===== src/rtl/rxf_pkg.sv =====
package rxf_pkg;
  typedef enum logic [2:0] {
    S_HUNT = 3'd0,
    S_NET  = 3'd1,
    S_NODE = 3'd2,
    S_LEN  = 3'd3,
    S_PAY  = 3'd4
  } rxf_state_e;

  localparam int unsigned N_ID = 2;
  localparam int unsigned ID_NET = 0;
  localparam int unsigned ID_NODE = 1;
endpackage


===== src/rtl/rxf_id_match.sv =====
module rxf_id_match #(
  parameter int unsigned DW = 8
) (
  input  logic          clk_i,
  input  logic          rst_ni,
  input  logic          load_i,
  input  logic          en_i,
  input  logic [DW-1:0] ref_i,
  input  logic [DW-1:0] byte_i,
  output logic          en_o,
  output logic          hit_o
);
  logic [DW-1:0] ref_q;
  logic          en_q;

  always_ff @(posedge clk_i or negedge rst_ni) begin
    if (!rst_ni) begin
      ref_q <= '0;
      en_q  <= 1'b0;
    end else if (load_i) begin
      ref_q <= ref_i;
      en_q  <= en_i;
    end
  end

  assign en_o  = en_q;
  assign hit_o = (byte_i == ref_q);

  // snapshot holds between loads
  p_ref_hold_r7: assert property (@(posedge clk_i) disable iff (!rst_ni)
    !load_i |=> $stable(ref_q));
endmodule


===== src/rtl/rxf_len_ctr.sv =====
module rxf_len_ctr #(
  parameter int unsigned LW = 8
) (
  input  logic          clk_i,
  input  logic          rst_ni,
  input  logic          load_i,
  input  logic [LW-1:0] lim_i,
  input  logic          clr_i,
  input  logic          inc_i,
  output logic          zero_o,
  output logic          last_o
);
  localparam int unsigned CW = LW + 1;

  logic [LW-1:0] lim_q;
  logic [LW-1:0] cnt_q;

  always_ff @(posedge clk_i or negedge rst_ni) begin
    if (!rst_ni) lim_q <= '0;
    else if (load_i) lim_q <= lim_i;
  end

  always_ff @(posedge clk_i or negedge rst_ni) begin
    if (!rst_ni) cnt_q <= '0;
    else if (clr_i) cnt_q <= '0;
    else if (inc_i) cnt_q <= cnt_q + 1'b1;
  end

  assign zero_o = (lim_q == '0);
  assign last_o = (CW'(cnt_q) + CW'(1) == CW'(lim_q));

  p_cnt_below_lim_r2: assert property (@(posedge clk_i) disable iff (!rst_ni)
    (inc_i && !clr_i && !zero_o) |-> (CW'(cnt_q) < CW'(lim_q)));
endmodule


===== src/rtl/rx_framer.sv =====
module rx_framer
  import rxf_pkg::*;
#(
  parameter int unsigned DW = 8,
  parameter int unsigned LW = 8
) (
  input  logic          clk_i,
  input  logic          rst_ni,
  input  logic          pre_det_i,
  input  logic          byte_vld_i,
  input  logic [DW-1:0] byte_i,
  input  logic          carrier_i,
  input  logic          net_chk_en_i,
  input  logic          node_chk_en_i,
  input  logic [DW-1:0] net_id_i,
  input  logic [DW-1:0] node_id_i,
  input  logic          fixed_mode_i,
  input  logic [LW-1:0] fixed_len_i,
  input  logic          rx_stop_i,
  input  logic          tx_mode_i,
  input  logic          fifo_full_i,
  output logic          fifo_wr_o,
  output logic [DW-1:0] fifo_data_o,
  output logic          sop_o,
  output logic          eop_o,
  output logic          ovf_o,
  output logic          cs_o
);
  rxf_state_e st_q, st_d;
  logic abort, accept;
  logic fixed_q;
  logic [N_ID-1:0] id_en, id_hit;
  logic [N_ID-1:0] id_en_in;
  logic [DW-1:0] id_ref [N_ID];
  logic lim_zero, lim_last, lim_load, cnt_clr, cnt_inc;
  logic [LW-1:0] lim_val;
  logic sop_d, eop_d, wr_d, ovf_d, mis_d;

  assign abort  = rx_stop_i | tx_mode_i;
  assign accept = (st_q == S_HUNT) && pre_det_i && !abort;

  assign id_en_in[ID_NET]  = net_chk_en_i;
  assign id_en_in[ID_NODE] = node_chk_en_i;
  assign id_ref[ID_NET]    = net_id_i;
  assign id_ref[ID_NODE]   = node_id_i;

  for (genvar g = 0; g < N_ID; g++) begin : g_id
    rxf_id_match #(.DW(DW)) u_id (
      .clk_i (clk_i),
      .rst_ni(rst_ni),
      .load_i(accept),
      .en_i  (id_en_in[g]),
      .ref_i (id_ref[g]),
      .byte_i(byte_i),
      .en_o  (id_en[g]),
      .hit_o (id_hit[g])
    );
  end

  always_ff @(posedge clk_i or negedge rst_ni) begin
    if (!rst_ni) fixed_q <= 1'b0;
    else if (accept) fixed_q <= fixed_mode_i;
  end

  assign lim_load = accept | ((st_q == S_LEN) && byte_vld_i && !abort);
  assign lim_val  = accept ? fixed_len_i : LW'(byte_i);
  assign cnt_clr  = (st_q != S_PAY);
  assign cnt_inc  = (st_q == S_PAY) && byte_vld_i && !abort;

  rxf_len_ctr #(.LW(LW)) u_len (
    .clk_i (clk_i),
    .rst_ni(rst_ni),
    .load_i(lim_load),
    .lim_i (lim_val),
    .clr_i (cnt_clr),
    .inc_i (cnt_inc),
    .zero_o(lim_zero),
    .last_o(lim_last)
  );

  always_comb begin
    st_d  = st_q;
    sop_d = 1'b0;
    eop_d = 1'b0;
    wr_d  = 1'b0;
    ovf_d = 1'b0;
    mis_d = 1'b0;
    if (abort) begin
      st_d = S_HUNT;
    end else begin
      unique case (st_q)
        S_HUNT: if (pre_det_i) begin
          if (net_chk_en_i) st_d = S_NET;
          else if (node_chk_en_i) st_d = S_NODE;
          else begin
            sop_d = 1'b1;
            if (!fixed_mode_i) st_d = S_LEN;
            else if (fixed_len_i == '0) eop_d = 1'b1;
            else st_d = S_PAY;
          end
        end
        S_NET, S_NODE: if (byte_vld_i) begin
          if (!id_hit[(st_q == S_NET) ? ID_NET : ID_NODE]) begin
            st_d  = S_HUNT;
            mis_d = 1'b1;
          end else if (st_q == S_NET && id_en[ID_NODE]) begin
            st_d = S_NODE;
          end else begin
            sop_d = 1'b1;
            if (!fixed_q) st_d = S_LEN;
            else if (lim_zero) begin
              st_d  = S_HUNT;
              eop_d = 1'b1;
            end else st_d = S_PAY;
          end
        end
        S_LEN: if (byte_vld_i) begin
          if (byte_i == '0) begin
            st_d  = S_HUNT;
            eop_d = 1'b1;
          end else st_d = S_PAY;
        end
        S_PAY: if (byte_vld_i) begin
          wr_d  = !fifo_full_i;
          ovf_d = fifo_full_i;
          if (lim_last) begin
            st_d  = S_HUNT;
            eop_d = 1'b1;
          end
        end
        default: st_d = S_HUNT;
      endcase
    end
  end

  always_ff @(posedge clk_i or negedge rst_ni) begin
    if (!rst_ni) begin
      st_q        <= S_HUNT;
      sop_o       <= 1'b0;
      eop_o       <= 1'b0;
      fifo_wr_o   <= 1'b0;
      ovf_o       <= 1'b0;
      fifo_data_o <= '0;
      cs_o        <= 1'b0;
    end else begin
      st_q      <= st_d;
      sop_o     <= sop_d;
      eop_o     <= eop_d;
      fifo_wr_o <= wr_d;
      ovf_o     <= ovf_d;
      if (wr_d) fifo_data_o <= byte_i;
      if (!carrier_i) cs_o <= 1'b0;
      else if (mis_d) cs_o <= 1'b1;
    end
  end

  p_abort_no_eop_r4: assert property (@(posedge clk_i) disable iff (!rst_ni)
    abort |=> (!eop_o && !fifo_wr_o && !sop_o));
  p_full_no_write_r5: assert property (@(posedge clk_i) disable iff (!rst_ni)
    (byte_vld_i && fifo_full_i) |=> !fifo_wr_o);
  p_wr_ovf_excl_r5: assert property (@(posedge clk_i) disable iff (!rst_ni)
    !(fifo_wr_o && ovf_o));
  p_hunt_no_write_r6: assert property (@(posedge clk_i) disable iff (!rst_ni)
    (st_q != S_PAY) |=> !fifo_wr_o);
  p_cs_drop_r6: assert property (@(posedge clk_i) disable iff (!rst_ni)
    !carrier_i |=> !cs_o);
  p_sop_from_hunt_r1: assert property (@(posedge clk_i) disable iff (!rst_ni)
    ((st_q == S_HUNT) && !pre_det_i) |=> !sop_o);
  p_fixed_hold_r7: assert property (@(posedge clk_i) disable iff (!rst_ni)
    !accept |=> $stable(fixed_q));
endmodule


===== config.mk =====
export PLATFORM = sky130hd
export DESIGN_NAME = rx_framer
export DESIGN_NICKNAME = d
export VERILOG_FILES = /design/src/rtl/rxf_pkg.sv /design/src/rtl/rxf_id_match.sv /design/src/rtl/rxf_len_ctr.sv /design/src/rtl/rx_framer.sv
export SDC_FILE = /design/constraint.sdc
export NUM_CORES = 1
export LEC_CHECK = 0
export BUFFER_PORTS_ARGS = -buffer_cell sky130_fd_sc_hd__buf_4
export CORE_MARGIN = 2
export CORE_UTILIZATION = 55
export CTS_BUF_LIST = sky130_fd_sc_hd__clkbuf_16
export CTS_CLUSTER_DIAMETER = 100
export DETAILED_ROUTE_END_ITERATION = 16
export PLACE_DENSITY = 0.81
export SLEW_MARGIN = 20
export SYNTH_ARGS = -nofsm -noshare
export SYNTH_HDL_FRONTEND = slang
export SYNTH_SLANG_ARGS = --single-unit

===== constraint.sdc =====
create_clock -name clk_i -period 2.72 [get_ports clk_i]
set_input_delay 0.136 -clock clk_i [delete_from_list [all_inputs] [get_ports clk_i]]
set_output_delay 0.136 -clock clk_i [all_outputs]
set_load 0.02 [all_outputs]

# After elaboration in Yosys (flattened, before gate mapping)

Index checks and enable logic that the tools add are counted.

Bits in registers: 50
ROM bits: 0
Memory bits (writable): 0
Memories kept: 0
Input port bits: 43
Logic and storage cells: 107
Latch bits: 0
Output and inout port bits: 13

$lt $le $gt $ge: 1
Reductions and logical operators: 16
$add $sub $neg: 2
Shift-type cells: 0
Equal/unequal tests: 15
Div/mod/pow operators: 0
Multiplexer cells: 58
Multiply operators: 0
Bitwise logic cells: 2

Operator list:

| cell                                                   | count |
|---|---|
| two-way mux 3 bit                                      | 15 |
| two-way mux 1 bit                                      | 37 |
| zero test 8 bit                                        | 3 |
| two-way mux 8 bit                                      | 3 |
| inequality test 3 bit (second input constant)          | 6 |
| == test 8 bit                                          | 2 |
| case mux 3 bit (4 select lines)                        | 1 |
| adder 8 x 1 -> 9 bit (second input constant)           | 1 |
| == test 9 x 8 -> 1 bit                                 | 1 |
| adder 8 x 1 -> 8 bit (second input constant)           | 1 |
| logical AND 1 bit                                      | 7 |
| == test 3 x 2 -> 1 bit (second input constant)         | 2 |
| inequality test 6 bit (second input constant)          | 1 |
| AND reduction 6 bit                                    | 1 |
| case mux 1 bit (4 select lines)                        | 1 |
| == test 3 x 1 -> 1 bit (second input constant)         | 1 |
| == test 3 bit (second input constant)                  | 1 |
| zero test 3 bit                                        | 1 |
| zero test 1 bit                                        | 2 |
| < comparator 1 x 2 -> 1 bit (second input constant)    | 1 |
| inequality test 2 x 1 -> 1 bit (second input constant) | 1 |
| bitwise OR 1 bit                                       | 2 |
| case mux 1 bit (2 select lines)                        | 1 |
| nonzero test 2 bit                                     | 1 |
| OR reduction 2 bit                                     | 1 |

# Longest topological paths before layout

Word-level depth: 10
Gate-level depth with buffers: 8
Mapped depth without buffers: 7

# By module

From an unflattened synthesis, not the netlist that was laid out.

Cells, all modules: 267
Area, all modules: 2,977.9 sq um

By module, submodules not included:

| module       | cells each | instances | sequential area each (sq um) | area an instance (sq um) |
|---|---|---|---|---|
| rx_framer    | 112        | 1         | 425.4                        | 1,127.3 |
| rxf_len_ctr  | 95         | 1         | 400.4                        | 934.6 |
| rxf_id_match | 30         | 2         | 225.2                        | 457.9 |

# Worst setup path before layout

Ideal clock, no wire load.

Path type: register -> register
Start: reg st_q[1]
End: reg eop_o
Clock period less this slack: 1.922 ns
Path buffers: 2
Setup time: 0.101 ns
Stages on the path, launching flop included: 9
Data required time: 2.619 ns
Setup slack: 0.798 ns
Arrival time: 1.821 ns
Cell sequence: dfrtp_1 > buf_6 > nor3b_4 > buf_4 > mux2i_1 > nor2_1 > nor4_4 > a31oi_1 > o32ai_1

Word-level cells in the longest chain between the ends: 8
Elaborated cells between the ends (all ways): 15
Classes of those cells: eq/ne (4); mux (8); reduce/logical (3)

RTL lines:

| item                                | RTL line                                            | text |
|---|---|---|
| start: declaration                  | rx_framer.sv:29                                     | `rxf_state_e st_q, st_d;` |
| start signal: assignment            | rx_framer.sv:146                                    | `st_q <= st_d;` |
| == test 3 x 1 -> 1 bit              | rx_framer.sv:91, rx_framer.sv:103, rx_framer.sv:106 |  |
| two-way mux 1 bit (4 in series)     | rx_framer.sv:103                                    | `if (!id_hit[(st_q == S_NET) ? ID_NET : ID_NODE]) begin` |
| two-way mux 1 bit                   | rx_framer.sv:102                                    | `S_NET, S_NODE: if (byte_vld_i) begin` |
| case mux 1 bit (4 select lines) (*) | rx_framer.sv:91                                     | `unique case (st_q)` |
| two-way mux 1 bit (*)               | rx_framer.sv:88                                     | `if (abort) begin` |
| named net eop_d                     | rx_framer.sv:37                                     | `logic sop_d, eop_d, wr_d, ovf_d, mis_d;` |
| end signal: assignment              | rx_framer.sv:148                                    | `eop_o <= eop_d;` |
| end: declaration                    | rx_framer.sv:25                                     | `output logic eop_o,` |

Mark *: on every way through the listed nets, which the timed path passes. The rest lies on a longest branch. The select of a mux whose other input is x is not followed.
A chain may end at the register's enable or synchronous reset.

# Worst setup path after layout

Start: reg st_q[0]
End: reg eop_o

Same word-level chain as after synthesis.

==> metrics <==
status finished clean; CTS tree done; Final Cycle Share 89.98%; critical path arrival 2.62 ns; area of the multi-input gates 1431 um^2; Hold Startpoint node_id_i[2]; Synth Area per Inst 8.960 um^2; Post-synth ARST share 100.0%; endpoints failing hold 0; max-slew violation count 0; number of buffers created by CTS 5; fin nets 408; fin crit period 2.447 ns; H-tree levels 2; DRC viols 0; Final Util 71.45%; reg2reg end eop_o; synth top area cells dfrtp_1, nand2_1, mux2_1, nor2_1, xor2_1; Clock Skew 0.003406 ns; crit-path max FO 12; total wire length 6.661 mm; Final Setup Violations 0; leakage 0.001587 uW; Clk pin slew, worst setup/hold paths 0.07 ns; Synth top area share 45.05%; DP Wirelength 5.061 mm; Die ar. 5635 um^2; GRT overflow 0; post-synth design cell area 2778 um^2; via count 2431; setup TNS 0 ns; Slew @ Worst Pin 0.6188 ns; layout cells sized above 1 21.10%; fmax 408.6 MHz; Synth Net Count 354; post-route insts no fill 432; Peak VDD IR 0.4098 mV; Synth Area in Compound Gates 13.96%; largest net degree at the start of global routing 51; Primary FF master, synth dfrtp_1; Synth Area in Adders 0.4505%; Area Growth Syn to Fin 23.11%; Req. time, crit path 2.90 ns; RSZ-0062 raised after global routing no; clk_lat worst skew 0.29 ns; DR WL/cell 15.42 um; CTS Buffer Depth 2; Via density 5.627; power density cells 588.8 nW/um^2; Synth Instances 310; Placement Rows 25; Crit. End Element flop; GRT Total Usage 26.06%; Fillers 380; r2r setup slk 0.27 ns; die height 75.07 um; placed cells 423; cell taking the most area after synthesis dfrtp_1; Pre-antenna DRT Iters 4; Reg area 1251 um^2; xor/xnor share of the synthesized area 4.730%; Antenna Violating Nets Remaining 0; hold_ws 0.03449 ns; post-synth cell types 55; #FFs+latches synth 50; Max-slew headroom 58.75%; diodes inserted 0; total core area 4786 um^2; initial core utilization 58.04%; post-synthesis sequential area ratio 45.05%; hold depth 3; most frequent cell after synthesis nand2_1; die width 75.07 um; IO Pins 56; HP Class input pin to flop; vias in the first global route 2413; Tot Pwr 2013 uW; worst r2r path cells 6; initial DRC count 204; first-pass GRT wire length 11.10 mm; Clock Sinks 50; Post-CTS Setup Repair Bufs 0; hold-critical path endpoint g_id[1].u_id.ref_q[2]; mux contribution to synthesized area 5.135%; initial antenna violation count 0; GPL Wtd Cong 0.9549; largest family of logic cells by synthesized area simple AND/OR/NAND/NOR gates; PortBufs 55; Ys Warns 0; Max Cap Violations 0; Crit Path Class flop to flop; Setup crit start kind flop; synth cell count leaders nand2_1, dfrtp_1, nor2_1; Post-Synth Simple-Gate Area 27.25%; number of synthesized flops with an enable pin 0; Reg2Reg Launch Point st_q[0]; CTS Root Cell clkbuf_16
registers in the layout, summed over array words and instances, names as in the netlist, 3 cells and up:
register / flops
u_len.lim_q: 8
g_id.u_id.ref_q: 16
fifo_data_o: 8
u_len.cnt_q: 8
st_q: 3
critical path: stages (launching register included):
cell     delay, ns
dfrtp_1       0.49
nor3b_4       0.59
mux2_1        0.26
o22ai_2       0.10
nor4_4        0.41
a31oi_1       0.16
o32ai_1       0.33
placed cells by master (no fill, tap or decap), types with 3 or more instances in the layout:
master | synthesis | routed
a21oi_1 | 8 | 8
a22oi_1 | 9 | 9
a31oi_1 | 3 | 3
and2_1 | 3 | 3
and3_1 | 3 | 3
buf_4 | 1 | 59
clkbuf_16 | 0 | 5
dfrtp_1 | 50 | 50
inv_1 | 6 | 6
mux2_1 | 10 | 10
mux2i_1 | 3 | 3
nand2_1 | 83 | 83
nand3_1 | 10 | 10
nor2_1 | 21 | 21
nor2b_1 | 8 | 8
nor3_1 | 6 | 6
nor4_1 | 7 | 7
o21ai_0 | 9 | 9
o21ai_1 | 3 | 3
or3_1 | 3 | 3
xnor2_1 | 6 | 6
xor2_1 | 9 | 9
cell type report:
class / count / area share (%)
clock inverters: 3 / 1.427
flip-flops and latches: 50 / 36.59
inverters: 7 / 0.7684
repair buffers: 60 / 13.25
well taps: 67 / 2.452
multi-input cells: 240 / 41.86
clock buffers: 5 / 3.659
per-layer routing:
layer	global-route usage, %	wire length [um]	up-vias
met2	44.83	3310	77
met5	0	0	-
li1	-	-	1189
met4	8.929	145	0
met3	4.418	319	16
met1	33.28	2885	1149
report_power, final:
part	leakage [uW]	switching (uW)	internal, uW
combinational	0.000848	208	172
clock	0.0000819	284	440
sequential	0.000657	78.1	831
cells by family after synthesis:
logic type,after synthesis
buffers and inverters,20
DFF,50
AOI/OAI and AO/OA,53
muxes,13
and+or+nand+nor,158
xor gates and xnor gates,15
adders and majority gates,1
how the worst max path moves through the flow:
stage	from	endpoint	slack (ns)	cells past startpoint
2_1_floorplan	st_q[1]	eop_o	0.80	8
3_3_place_gp	st_q[0]	eop_o	0.48	6
3_5_place_dp	st_q[0]	eop_o	0.34	6
4_1_cts	st_q[0]	eop_o	0.32	6
5_1_grt	st_q[0]	eop_o	0.16	6
6_report	st_q[0]	eop_o	0.27	6
per-stage QoR:
| stage | instance area [um^2] | setup WS, ns |
|---|---|---|
| 5_1_grt | 3420 | 0.1613 |
| 3_5_place_dp | 3236 | 0.3368 |
| 2_1_floorplan | 2778 | 0.7981 |
| 3_3_place_gp | 3236 | 0.4788 |
| 4_1_cts | 3420 | 0.3218 |
| 6_report | 3420 | 0.2725 |
what timing repair did:
action | CTS | global route
hold buffers | 1 | 0
resized for setup | 0 | 0
endpoints found under the hold margin | 50 | 0
Power figures use the tool's default switching activity.
